`src/rtl/pause_sched_pkg.sv`:
```
package pause_sched_pkg;
    typedef enum logic [1:0] {
        ST_IDLE,
        ST_SEND_ON,
        ST_HOLD,
        ST_SEND_OFF
    } fc_state_e;
endpackage

```
`src/rtl/pause_req_bit.sv`:
```
module pause_req_bit (
    input  logic clk,
    input  logic rst_n,
    input  logic wr,
    input  logic wdata,
    input  logic self_clr,
    output logic bit_q
);
    // software write wins over the self-clear in the same cycle
    always_ff @(posedge clk) begin
        if (!rst_n)
            bit_q <= 1'b0;
        else if (wr)
            bit_q <= wdata;
        else if (self_clr)
            bit_q <= 1'b0;
    end
endmodule

```
`src/rtl/pause_slot_counter.sv`:
```
module pause_slot_counter #(
    parameter int W = 16
) (
    input  logic         clk,
    input  logic         rst_n,
    input  logic         clr,
    input  logic         run,
    input  logic         tick,
    output logic [W-1:0] cnt
);
    localparam logic [W-1:0] MAXV = {W{1'b1}};

    always_ff @(posedge clk) begin
        if (!rst_n)
            cnt <= '0;
        else if (clr)
            cnt <= '0;
        else if (run && tick && cnt != MAXV)
            cnt <= cnt + 1'b1;
    end
endmodule

```
`src/rtl/pause_fsm.sv`:
```
module pause_fsm
    import pause_sched_pkg::*;
#(
    parameter int W = 16
) (
    input  logic         clk,
    input  logic         rst_n,
    input  logic         fc_en,
    input  logic         req_bit,
    input  logic [W-1:0] pause_val,
    input  logic [W-1:0] mirror_val,
    input  logic [W-1:0] cnt,
    input  logic         done,
    output logic         frame_req,
    output logic [W-1:0] frame_time,
    output logic         cnt_clr,
    output logic         cnt_run,
    output logic         self_clr
);
    fc_state_e    state, state_nx;
    logic [W-1:0] time_q;
    logic         repeat_mode;
    logic         single_expired;

    assign repeat_mode    = (mirror_val != '0);
    assign single_expired = !repeat_mode && (cnt >= pause_val);

    always_comb begin
        state_nx = state;
        unique case (state)
            ST_IDLE: begin
                if (fc_en && req_bit)
                    state_nx = ST_SEND_ON;
            end
            ST_SEND_ON: begin
                if (done)
                    state_nx = ST_HOLD;
            end
            ST_HOLD: begin
                if (!fc_en)
                    state_nx = ST_IDLE;
                else if (!req_bit)
                    state_nx = repeat_mode ? ST_SEND_OFF : ST_IDLE;
                else if (repeat_mode && cnt >= mirror_val)
                    state_nx = ST_SEND_ON;
                else if (single_expired)
                    state_nx = ST_IDLE;
            end
            ST_SEND_OFF: begin
                if (done)
                    state_nx = ST_IDLE;
            end
            default: state_nx = ST_IDLE;
        endcase
    end

    always_ff @(posedge clk) begin
        if (!rst_n) begin
            state  <= ST_IDLE;
            time_q <= '0;
        end else begin
            state <= state_nx;
            if (state_nx == ST_SEND_ON && state != ST_SEND_ON)
                time_q <= pause_val;
        end
    end

    always_comb begin
        frame_req  = 1'b0;
        frame_time = '0;
        cnt_clr    = 1'b0;
        cnt_run    = 1'b0;
        self_clr   = 1'b0;
        unique case (state)
            ST_IDLE: ;
            ST_SEND_ON: begin
                frame_req  = 1'b1;
                frame_time = time_q;
                cnt_clr    = done;
            end
            ST_HOLD: begin
                cnt_run  = 1'b1;
                self_clr = fc_en && req_bit && single_expired;
            end
            ST_SEND_OFF: begin
                frame_req = 1'b1;
                cnt_clr   = done;
            end
            default: ;
        endcase
    end
endmodule

```
`src/rtl/pause_sched.sv`:
```
module pause_sched #(
    parameter int TW = 16
) (
    input  logic          clk,
    input  logic          rst_n,
    input  logic          fc_en,
    input  logic          req_wr,
    input  logic          req_wdata,
    input  logic [TW-1:0] pause_val,
    input  logic [TW-1:0] mirror_val,
    input  logic          slot_tick,
    input  logic          frame_done,
    output logic          frame_req,
    output logic [TW-1:0] frame_time,
    output logic          req_bit,
    output logic [TW-1:0] status_cnt
);
    logic cnt_clr, cnt_run, self_clr;

    pause_req_bit u_req (
        .clk      (clk),
        .rst_n    (rst_n),
        .wr       (req_wr),
        .wdata    (req_wdata),
        .self_clr (self_clr),
        .bit_q    (req_bit)
    );

    pause_slot_counter #(.W(TW)) u_cnt (
        .clk   (clk),
        .rst_n (rst_n),
        .clr   (cnt_clr),
        .run   (cnt_run),
        .tick  (slot_tick),
        .cnt   (status_cnt)
    );

    pause_fsm #(.W(TW)) u_fsm (
        .clk        (clk),
        .rst_n      (rst_n),
        .fc_en      (fc_en),
        .req_bit    (req_bit),
        .pause_val  (pause_val),
        .mirror_val (mirror_val),
        .cnt        (status_cnt),
        .done       (frame_done),
        .frame_req  (frame_req),
        .frame_time (frame_time),
        .cnt_clr    (cnt_clr),
        .cnt_run    (cnt_run),
        .self_clr   (self_clr)
    );
endmodule

```
`config.mk`:
```
export PLATFORM = sky130hd
export DESIGN_NAME = pause_sched
export DESIGN_NICKNAME = d
export VERILOG_FILES = /design/src/rtl/pause_sched_pkg.sv /design/src/rtl/pause_req_bit.sv /design/src/rtl/pause_slot_counter.sv /design/src/rtl/pause_fsm.sv /design/src/rtl/pause_sched.sv
export SDC_FILE = /design/constraint.sdc
export NUM_CORES = 1
export LEC_CHECK = 0
export BUFFER_PORTS_ARGS = -buffer_cell sky130_fd_sc_hd__buf_4
export CAP_MARGIN = 30
export CORE_ASPECT_RATIO = 1.4
export CORE_UTILIZATION = 45
export CTS_CLUSTER_SIZE = 25
export DETAILED_ROUTE_END_ITERATION = 8
export PLACE_DENSITY = 0.82
export SLEW_MARGIN = 15
export SYNTH_ARGS = -nofsm -noshare
export SYNTH_HDL_FRONTEND = slang
export SYNTH_SLANG_ARGS = --single-unit
```
`constraint.sdc`:
```
create_clock -name clk -period 4.1 [get_ports clk]
set_clock_uncertainty 0.15 [all_clocks]
set_input_delay 0.82 -clock clk [delete_from_list [all_inputs] [get_ports clk]]
set_output_delay 0.82 -clock clk [all_outputs]
set_load 0.05 [all_outputs]
```
==> results.tsv, run 1 <==
stage	metric	value	unit
yosys	synth_edf_count	0	
floorplan	row_count	31	
sta	fin_crit_sh	71.4	%
cts	clk_latency	0.28	ns
global_route	antenna_found_initial	0	
yosys	synth_most_common_cell	inv_1	
route	ant_nets	0	
sta	fin_crit	2.93	ns
route	vias	2221	
power	fin_total_pwr	0.704	mW
cells_and_area	nFillCells	483	
cts	cts.sinks	35	
yosys	syn_avg_cell_area	8.50	um2
min_path	hp-start	u_fsm.time_q[4]	
cells_and_area	multiInputGateArea	0.00155	mm2
cts	h-tree-depth	2	
worst_setup_path	cp.required	4.17	ns
sta	hold_viol_final	0	
yosys	synth_fp_nets	358	
global_route	grt_pass1_wl	9160	um
route	firstDrtPassIters	4	
worst_setup_path	r2r_setup_slack	1.34	ns
cells_and_area	num-nets-final	432	
flow_run	max_cap_violations	0	
worst_setup_path	r2r_end	u_fsm.time_q[3]	
sta	setup_viol	0	
worst_setup_path	r2r-start	u_cnt.cnt[0]	
global_route	grt_pass1_vias	2098	
worst_setup_path	cp_max_fo	16	
worst_setup_path	end_kind	flop	
floorplan	core	0.00520	mm2
power	vdd_drop_max	0.000106	V
power	p_per_area	227	mW/mm2
yosys	syn-cell-area	0.00243	mm2
yosys	yosys-top-cells-count	36 x inv_1, 35 x dfxtp_1, 33 x ha_1	
cts	numCtsBuffers	5	
floorplan	fp.dieArea	0.00570	mm2
yosys	synth_area_leaders	dfxtp_1 29%, ha_1 17%, inv_1 5.6%	
global_route	grt_overflow	0	
min_path	hp-class	flop to flop	
yosys	yosys_warnings	0	
sta	tightest_slew	0.760	ns
yosys	ys.flop_type	dfxtp_1	
route	via_per_inst	5.21	
route	wl_per_cell	13.1	um
global_route	grt_max_degree	17	
global_route	gr-usage-all-layers	20.5	%
power	p_seq_share	50.2	%
route	drtIter0Drc	118	
min_path	hold_path_end	u_fsm.time_q[4]	
sta	layout_setup_ws	1.17	ns
cells_and_area	antenna_cells	0	
cts	cts-root-buf	clkbuf_8	
route	drc_errors	0	
yosys	seq_area_frac_synth	28.8	%
cts	post-cts-setup-buffers	0	
outcome	status	finished clean	
yosys	synthArstFlopShare	0	%
power	pwr-share-comb	14.5	%
cts	cts_tree	done	
floorplan	die_x	64.1	um
cells_and_area	drive_gt1_share	26.7	%
worst_setup_path	worstPathArrival	3.00	ns
cts	post_cts_resized	0	
sta	rsz0062_at_grt	no	
sta	maxSlewHeadroom	49.2	%
yosys	synth_top_area_share	28.8	%
yosys	yosysTopAreaCell	dfxtp_1	
sta	report.final.slew_viol_count	0	
sta	max_freq	0.342	GHz
sta	finalSetupTns	0	ns
power	swShare	24.6	%
cells_and_area	register_area	701	um2
power	p_switching	0.173	mW
placement	dpl.hpwl	4620	um
min_path	hold_path_depth	1	
power	pwr-share-clk	35.3	%
power	cellLeakagePower	1.54	nW
placement	place_congestion	0.888	
floorplan	start_util	46.8	%
worst_setup_path	start_kind	primary input	
placement	dp_slack	0.891	ns
yosys	ys_types	46	
route	drt-total-wl	5580	um
floorplan	fp.dieH	89.0	um
cts	cts_hold_buf	0	
yosys	syn_inst	286	
worst_setup_path	reg2reg_depth	9	
cts	clk_pin_slew_worst_paths	0.06	ns
yosys	ys_ff_latch	35	
cells_and_area	synthToLayoutAreaGrowth	27.5	%
power	internal-power	0.530	mW
worst_setup_path	crit_type	primary input to flop	
placement	portBuffers	72	
floorplan	ioPinCount	73	
cts	cts_buffer_depth	2	
[layer usage]
| metal | GRT usage, % | part of all wire (%) | wire, um |
|---|---|---|---|
| met5 | 0 | 0 | 0 |
| met2 | 38.1 | 52 | 2890 |
| met1 | 23.4 | 42 | 2360 |
| met3 | 3.44 | 4.1 | 228 |
| met4 | 8.08 | 1.8 | 103 |
[critical path, cell delays in order]
cell and delay, ns:
buf_4 0.08, inv_1 0.03, ha_1 0.28, nand2_1 0.11, nor4_4 0.31, o311ai_1 0.19
a31oi_1 0.25, o2bb2ai_2 0.11, a21oi_2 0.56, a22o_2 0.24
[stage by stage]
step	utilization (%)	cells	hold slack, ns	instance area [um2]
global placement	57.9	419	0.304	3010
floorplan	-	286	0.290	2430
global route	59.6	426	0.344	3100
finish	59.6	426	0.323	3100
detailed placement	57.9	419	0.305	3010
CTS	59.6	426	0.326	3100
[kinds of logic (layout without fill, tap and decap cells)]
group,count (synthesis),count (layout),synth area share (%)
adders and majority gates,33,33,17.0
buffers and inverters,41,115,7.31
DFF,35,35,28.8
and+or+nand+nor,105,105,22.7
xor gates and xnor gates,15,15,5.40
AOI/OAI and AO/OA,57,57,18.7
[how the worst max path moves through the flow]
stage | cells past startpoint | endpoint | start | slack, ns
floorplan | 10 | u_fsm.time_q[10] | u_cnt.cnt[0] | 1.23
global placement | 10 | u_fsm.time_q[0] | mirror_val[15] | 0.93
detailed placement | 10 | u_fsm.time_q[2] | mirror_val[15] | 0.89
CTS | 10 | u_fsm.time_q[3] | mirror_val[15] | 1.17
global route | 10 | u_fsm.time_q[2] | mirror_val[15] | 0.93
finish | 10 | u_fsm.time_q[3] | mirror_val[15] | 1.17
[layout make-up]
type                    count  share of cell area (%)
repair buffers             72                    17.4
multi-input cells         210                    50.1
inverters                  36                    4.36
well taps                  66                    2.66
clock buffers               6                    2.66
flip-flops and latches     35                    22.6
clock inverters             1                   0.161
[registers in the layout (all words and copies together) (netlist names)]
register / count
u_fsm.state: 2
u_cnt.cnt: 16
u_fsm.time_q: 16
u_req.bit_q: 1
[power groups by stage]
stage	clock, mW	sequential (mW)	combinational, mW
2_1_floorplan	0	0.362	0.0570
3_3_place_gp	0	0.361	0.0988
3_5_place_dp	0	0.361	0.102
4_1_cts	0.252	0.353	0.103
5_1_grt	0.270	0.355	0.113
6_report	0.249	0.353	0.102
[cell usage in the layout, fill, tap and decap left out, drive strengths merged, types with 2 or more instances in the layout]
| cell type | Yosys | routed |
|---|---|---|
| clkbuf | 3 | 6 |
| and2 | 17 | 17 |
| nand3 | 3 | 3 |
| dfxtp | 35 | 35 |
| xor2 | 11 | 11 |
| nand4 | 11 | 11 |
| a31oi | 3 | 3 |
| a21o | 2 | 2 |
| nand3b | 2 | 2 |
| nor2 | 27 | 27 |
| o21a | 2 | 2 |
| nand2 | 26 | 26 |
| inv | 36 | 36 |
| nor4 | 7 | 7 |
| ha | 33 | 33 |
| a21oi | 16 | 16 |
| nand2b | 2 | 2 |
| a211oi | 2 | 2 |
| o21ai | 8 | 8 |
| nor2b | 4 | 4 |
| a22o | 17 | 17 |
| buf | 2 | 72 |
| xnor2 | 4 | 4 |
No activity file was read; power rests on OpenSTA's default activity.
==> inputs of run 2 (changes only) <==
PLACE_DENSITY = 0.85   (was 0.82)
clock period = 2.5 ns   (was 4.1 ns; I/O delays follow)
==> results.tsv, run 2 (same netlist as run 1, synthesis figures left out) <==
stage	metric	value	unit	change
route	wl_met2	3940	um	+36%
global_route	antenna_found_initial	0		unchanged
cells_and_area	layout.cells.most_common	buf_4		
power	p_per_area	366	mW/mm2	+61%
cts	cts_tree	done		
cts	cts_buffer_depth	2		unchanged
route	drtIter0Drc	129		+9.3%
worst_setup_path	cpLargestDelayFamily	simple AND/OR/NAND/NOR gates		
sta	tightest_slew	0.601	ns	-0.160 ns
route	vias	2502		+13%
global_route	grt_pass1_vias	2420		+15%
floorplan	fp.dieH	89.0	um	unchanged
cells_and_area	nFillCells	401		-17%
cts	cts-root-buf	clkbuf_8		
route	via_per_inst	5.54		+6.2%
cells_and_area	num-nets-final	457		+5.8%
route	drc_errors	0		unchanged
cells_and_area	mostFrequentLayoutCells	92 x buf_4, 34 x inv_1, 25 x nor2_1		
worst_setup_path	crit_type	flop to flop		
flow_run	max_cap_violations	0		unchanged
worst_setup_path	cp_max_fo	4		-12
sta	max_freq	0.392	GHz	
sta	report.final.slew_viol_count	0		unchanged
floorplan	ioPinCount	73		unchanged
cts	numCtsBuffers	5		unchanged
sta	hold_viol_final	0		unchanged
route	firstDrtPassIters	5		+1
cts	clk_pin_slew_worst_paths	0.08	ns	+0.02 ns
sta	hold_slack	0.271	ns	-0.0520 ns
sta	layout_setup_ws	-0.0486	ns	-1.22 ns
placement	place_congestion	0.835		-6.0%
worst_setup_path	crit_buf_inv	3		+1
worst_setup_path	worst_path_most_repeated_cell	buf_4		
cells_and_area	synthToLayoutAreaGrowth	49.4	%	
cts	h-tree-depth	2		unchanged
cells_and_area	top_regs	u_cnt.cnt (16), u_fsm.time_q (16), u_fsm.state (2)		
floorplan	fp.dieArea	0.00570	mm2	unchanged
worst_setup_path	crit_slowest_cell	or4_1		
worst_setup_path	path_cells	buf_4 > buf_4 > ha_1 > nand3_1 > nor4_1 > buf_4 > or4_1 > nor2_1 > nand4_1 > xor2_1 > nor2_1		
worst_setup_path	start_kind	flop		
power	vdd_drop_max	0.000198	V	+87%
power	cellLeakagePower	1.72	nW	+11%
route	wl_per_cell	16.6	um	+27%
cells_and_area	register_area	732	um2	+4.5%
sta	setup_viol	2		+2
sta	fin_crit	2.55	ns	
outcome	status	finished with violations		
cells_and_area	antenna_cells	0		unchanged
cells_and_area	drive_gt1_share	42.0	%	+15 points
global_route	grt_pass1_wl	11200	um	+22%
sta	rsz0062_at_grt	yes		
route	drt-total-wl	7500	um	+34%
worst_setup_path	cp.required	2.51	ns	-1.66 ns
worst_setup_path	critPathMaxStageDelay	0.54	ns	-0.02 ns
route	met3_length	441	um	+93%
global_route	grt_overflow	0		unchanged
route	wl_met1	2800	um	+19%
route	top_layer	met4		
cells_and_area	post-route-util	69.9	%	+10 points
route	ant_nets	0		unchanged
sta	maxSlewHeadroom	59.9	%	+11 points
floorplan	start_util	46.8	%	unchanged
sta	fin_crit_sh	102	%	
floorplan	die_x	64.1	um	unchanged
worst_setup_path	end_kind	flop		
worst_setup_path	worstPathArrival	2.56	ns	-0.44 ns
sta	finalSetupTns	-0.0638	ns	-0.0638 ns
outcome	violations	setup timing		
placement	dpl.hpwl	5010	um	+8.5%
placement	dp_slack	-0.392	ns	-1.28 ns
cts	clk_latency	0.30	ns	+0.02 ns
floorplan	row_count	31		unchanged
floorplan	core	0.00520	mm2	unchanged
global_route	gr-usage-all-layers	25.8	%	+5.3 points
min_path	hp-class	primary input to flop		
global_route	grt_max_degree	17		unchanged
cts	cts.sinks	35		unchanged
cells_and_area	multiInputGateArea	0.00183	mm2	+18%
placement	portBuffers	72		unchanged
## run 2: cell types whose count changed in the layout (fill, tap and decap cells not counted), moves of 3 or more
cell     change
ha_4        +10
nand2_1      -4
ha_1        -10
buf_6        +3
dfxtp_2     +10
buf_4       +20
dfxtp_1     -15
nand2_4      +3
dfxtp_4      +5
## run 2: timing repair
item / CTS / global route
buffers inserted: 4 / 4
hold buffers: 0 / 0
setup endpoints to repair: 16 / 18
cloned: 2 / 0
pin swaps: 8 / 7
gates resized for setup: 11 / 36
## run 2: metrics by stage
stage               instances  area [um2]  power, mW
detailed placement        434        3150      0.765
global placement          434        3150      0.758
finish                    452        3630       1.33
global route              452        3630       1.38
CTS                       448        3400       1.31
floorplan                 286        2460      0.685
## run 2: cell type report
type	instances	area share [%]
tap	66	2.27
multi-input combinational	212	50.5
sequential	35	20.2
timing repair buffer	95	20.0
inverter	36	3.86
clock inverter	2	0.965
clock buffer	6	2.27
## run 2: where the power goes
part           internal, mW  leakage [nW]  switching, mW
combinational         0.106          1.36          0.107
sequential            0.566         0.292        0.00864
clock                 0.323        0.0612          0.220
## run 2: per-layer routing
metal	vias up	track usage, %
met5	-	0
met1	1156	27.0
met2	112	48.3
met3	39	4.97
li1	1195	-
met4	0	14.3
## run 2: worst paths after layout
path	to	startpoint	cells after the start	slack (ns)
hold / removal	u_fsm.time_q[6]	pause_val[6]	2	0.27
setup / recovery	u_cnt.cnt[11]	u_cnt.cnt[1]	11	-0.05
setup reg to reg	u_cnt.cnt[11]	u_cnt.cnt[1]	11	-0.05
hold reg to reg	u_fsm.time_q[5]	u_fsm.time_q[5]	1	0.32
==> inputs of run 3 (changes only) <==
CTS_BUF_LIST = sky130_fd_sc_hd__clkbuf_4   (was not set)
RECOVER_POWER = 25   (was not set)
==> results.tsv, run 3 (same netlist as run 1, synthesis figures left out) <==
stage	metric	value	unit	change
route	drc_errors	0		unchanged
route	ant_nets	0		unchanged
outcome	status	finished with violations		
global_route	antenna_found_initial	0		unchanged
route	met3_length	467	um	+5.9%
cts	cts_hold_buf	0		unchanged
sta	setup_viol	16		+14
cts	numCtsBuffers	5		unchanged
floorplan	start_util	46.8	%	unchanged
route	via_per_inst	5.45		-1.5%
floorplan	fp.dieArea	0.00570	mm2	unchanged
power	pwr-share-comb	16.7	%	+0.7 points
global_route	grt_overflow	0		unchanged
cells_and_area	antenna_cells	0		unchanged
power	vdd_drop_max	0.000193	V	-2.4%
power	p_switching	0.312	mW	-6.8%
floorplan	row_count	31		unchanged
flow_run	max_cap_violations	0		unchanged
placement	dpl.hpwl	5010	um	unchanged
floorplan	ioPinCount	73		unchanged
cts	cts-root-buf	clkbuf_4		
placement	place_congestion	0.835		unchanged
cells_and_area	design_area	0.00348	mm2	-4.2%
cts	clk_pin_slew_worst_paths	0.12	ns	+0.04 ns
worst_setup_path	start_kind	flop		
sta	finalSetupTns	-0.965	ns	-0.902 ns
placement	dpl_cell_area	0.00315	mm2	unchanged
cells_and_area	num-nets-final	459		+0.44%
cells_and_area	top_regs	u_cnt.cnt (16), u_fsm.time_q (16), u_fsm.state (2)		
sta	layout_setup_ws	-0.0820	ns	-0.0334 ns
cts	clk_latency	0.35	ns	+0.05 ns
cells_and_area	fin_cells	454		+0.44%
cts	cts.sinks	35		unchanged
sta	max_freq	0.387	GHz	-1.3%
cts	h-tree-depth	2		unchanged
worst_setup_path	worstPathArrival	2.67	ns	+0.11 ns
floorplan	core	0.00520	mm2	unchanged
sta	maxSlewHeadroom	57.9	%	-2.0 points
worst_setup_path	cp.required	2.59	ns	+0.08 ns
worst_setup_path	crit_type	flop to flop		
power	cellLeakagePower	1.69	nW	-1.4%
power	fin_total_pwr	1.18	mW	-11%
sta	report.final.slew_viol_count	0		unchanged
cells_and_area	register_area	728	um2	-0.51%
route	firstDrtPassIters	5		unchanged
power	swShare	26.4	%	+1.2 points
sta	hold_viol_final	0		unchanged
placement	placedCellCount	434		unchanged
outcome	violations	setup timing		
min_path	hp-class	primary input to flop		
power	pwr-share-clk	34.6	%	-6.2 points
sta	fin_crit	2.58	ns	+0.0334 ns
cells_and_area	multiInputGateArea	0.00172	mm2	-6.1%
cells_and_area	synthToLayoutAreaGrowth	43.0	%	
route	drt-total-wl	7220	um	-3.8%
cells_and_area	nFillCells	427		+6.5%
floorplan	die_x	64.1	um	unchanged
power	p_per_area	340	mW/mm2	-7.2%
route	drtIter0Drc	132		+2.3%
route	wl_per_cell	15.9	um	-4.2%
placement	dp_slack	-0.392	ns	unchanged
power	p_seq_share	48.7	%	+5.5 points
cells_and_area	drive_gt1_share	38.1	%	-3.8 points
sta	tightest_slew	0.630	ns	+0.0297 ns
global_route	gr-usage-all-layers	24.6	%	-1.1 points
cts	cts_tree	done		
cells_and_area	layout.cells.most_common	buf_4		
sta	fin_crit_sh	103	%	+1.3 points
route	wl_met1	2730	um	-2.6%
placement	portBuffers	72		unchanged
global_route	grt_pass1_wl	10900	um	-2.8%
route	top_layer	met4		
route	vias	2476		-1.0%
cells_and_area	mostFrequentLayoutCells	96 x buf_4, 35 x inv_1, 29 x ha_1		
worst_setup_path	cp_max_fo	8		+4
power	internal-power	0.869	mW	-13%
global_route	grt_pass1_vias	2399		-0.87%
route	wl_met2	3800	um	-3.5%
worst_setup_path	end_kind	flop		
global_route	grt_max_degree	17		unchanged
floorplan	fp.dieH	89.0	um	unchanged
cts	cts_buffer_depth	2		unchanged
sta	rsz0062_at_grt	yes		
## run 3: cell count changes in the layout (fill, tap and decap cells not counted), moves of 2 or more
cell and delta:
buf_6 -2, a21oi_1 +2, clkbuf_8 -6, clkbuf_4 +5
inv_4 -2, a21oi_2 -2, ha_1 +6, ha_4 -6
nand2_1 +2, buf_4 +4, nand2_4 -2
## run 3: layout make-up
class / instances / area share [%]
multi-input cells: 212 / 49.6
repair buffers: 97 / 21.1
well taps: 66 / 2.37
clock inverters: 3 / 1.12
inverters: 36 / 3.89
flip-flops and latches: 35 / 20.9
clock buffers: 5 / 1.08
## run 3: power groups by stage
stage | sequential, mW | clock (mW) | combinational, mW
3_3_place_gp | 0.589 | 0 | 0.169
6_report | 0.575 | 0.409 | 0.197
3_5_place_dp | 0.590 | 0 | 0.175
2_1_floorplan | 0.591 | 0 | 0.0937
5_1_grt | 0.577 | 0.444 | 0.214
4_1_cts | 0.577 | 0.409 | 0.185
## run 3: through the flow
stage | util [%] | hold WS [ns]
detailed placement | 60.7 | 0.310
CTS | 64.0 | 0.209
floorplan | - | 0.290
finish | 66.9 | 0.216
global route | 66.9 | 0.193
global placement | 60.7 | 0.304
## run 3: per-layer routing
layer,vias up,track usage [%]
li1,1198,-
met1,1154,26.9
met2,105,45.5
met3,19,4.21
met4,0,13.3
met5,-,0
## run 3: path summary, 6_finish.rpt
| kind | from | to | slack, ns | depth (start not counted) |
|---|---|---|---|---|
| setup / recovery | u_cnt.cnt[10] | u_fsm.time_q[3] | -0.08 | 9 |
| hold / removal | pause_val[7] | u_fsm.time_q[7] | 0.22 | 2 |
| setup reg to reg | u_cnt.cnt[10] | u_fsm.time_q[3] | -0.08 | 9 |
| hold reg to reg | u_fsm.time_q[5] | u_fsm.time_q[5] | 0.33 | 1 |
## run 3: worst max-delay path: stages, from the launching register on
cell and delay, ns:
dfxtp_4 0.38, ha_4 0.27, nand2_4 0.05, buf_6 0.11, nor4_4 0.37, o311ai_4 0.20, a31oi_4 0.21, o21ai_1 0.17
a22o_4 0.31, a22o_2 0.27
## run 3: timing repair
action / in CTS / in global routing
gates resized for setup: 7 / 16
setup endpoints to repair: 16 / 19
pin swaps: 8 / 13
buffers inserted: 3 / 7
cloned: 2 / 0
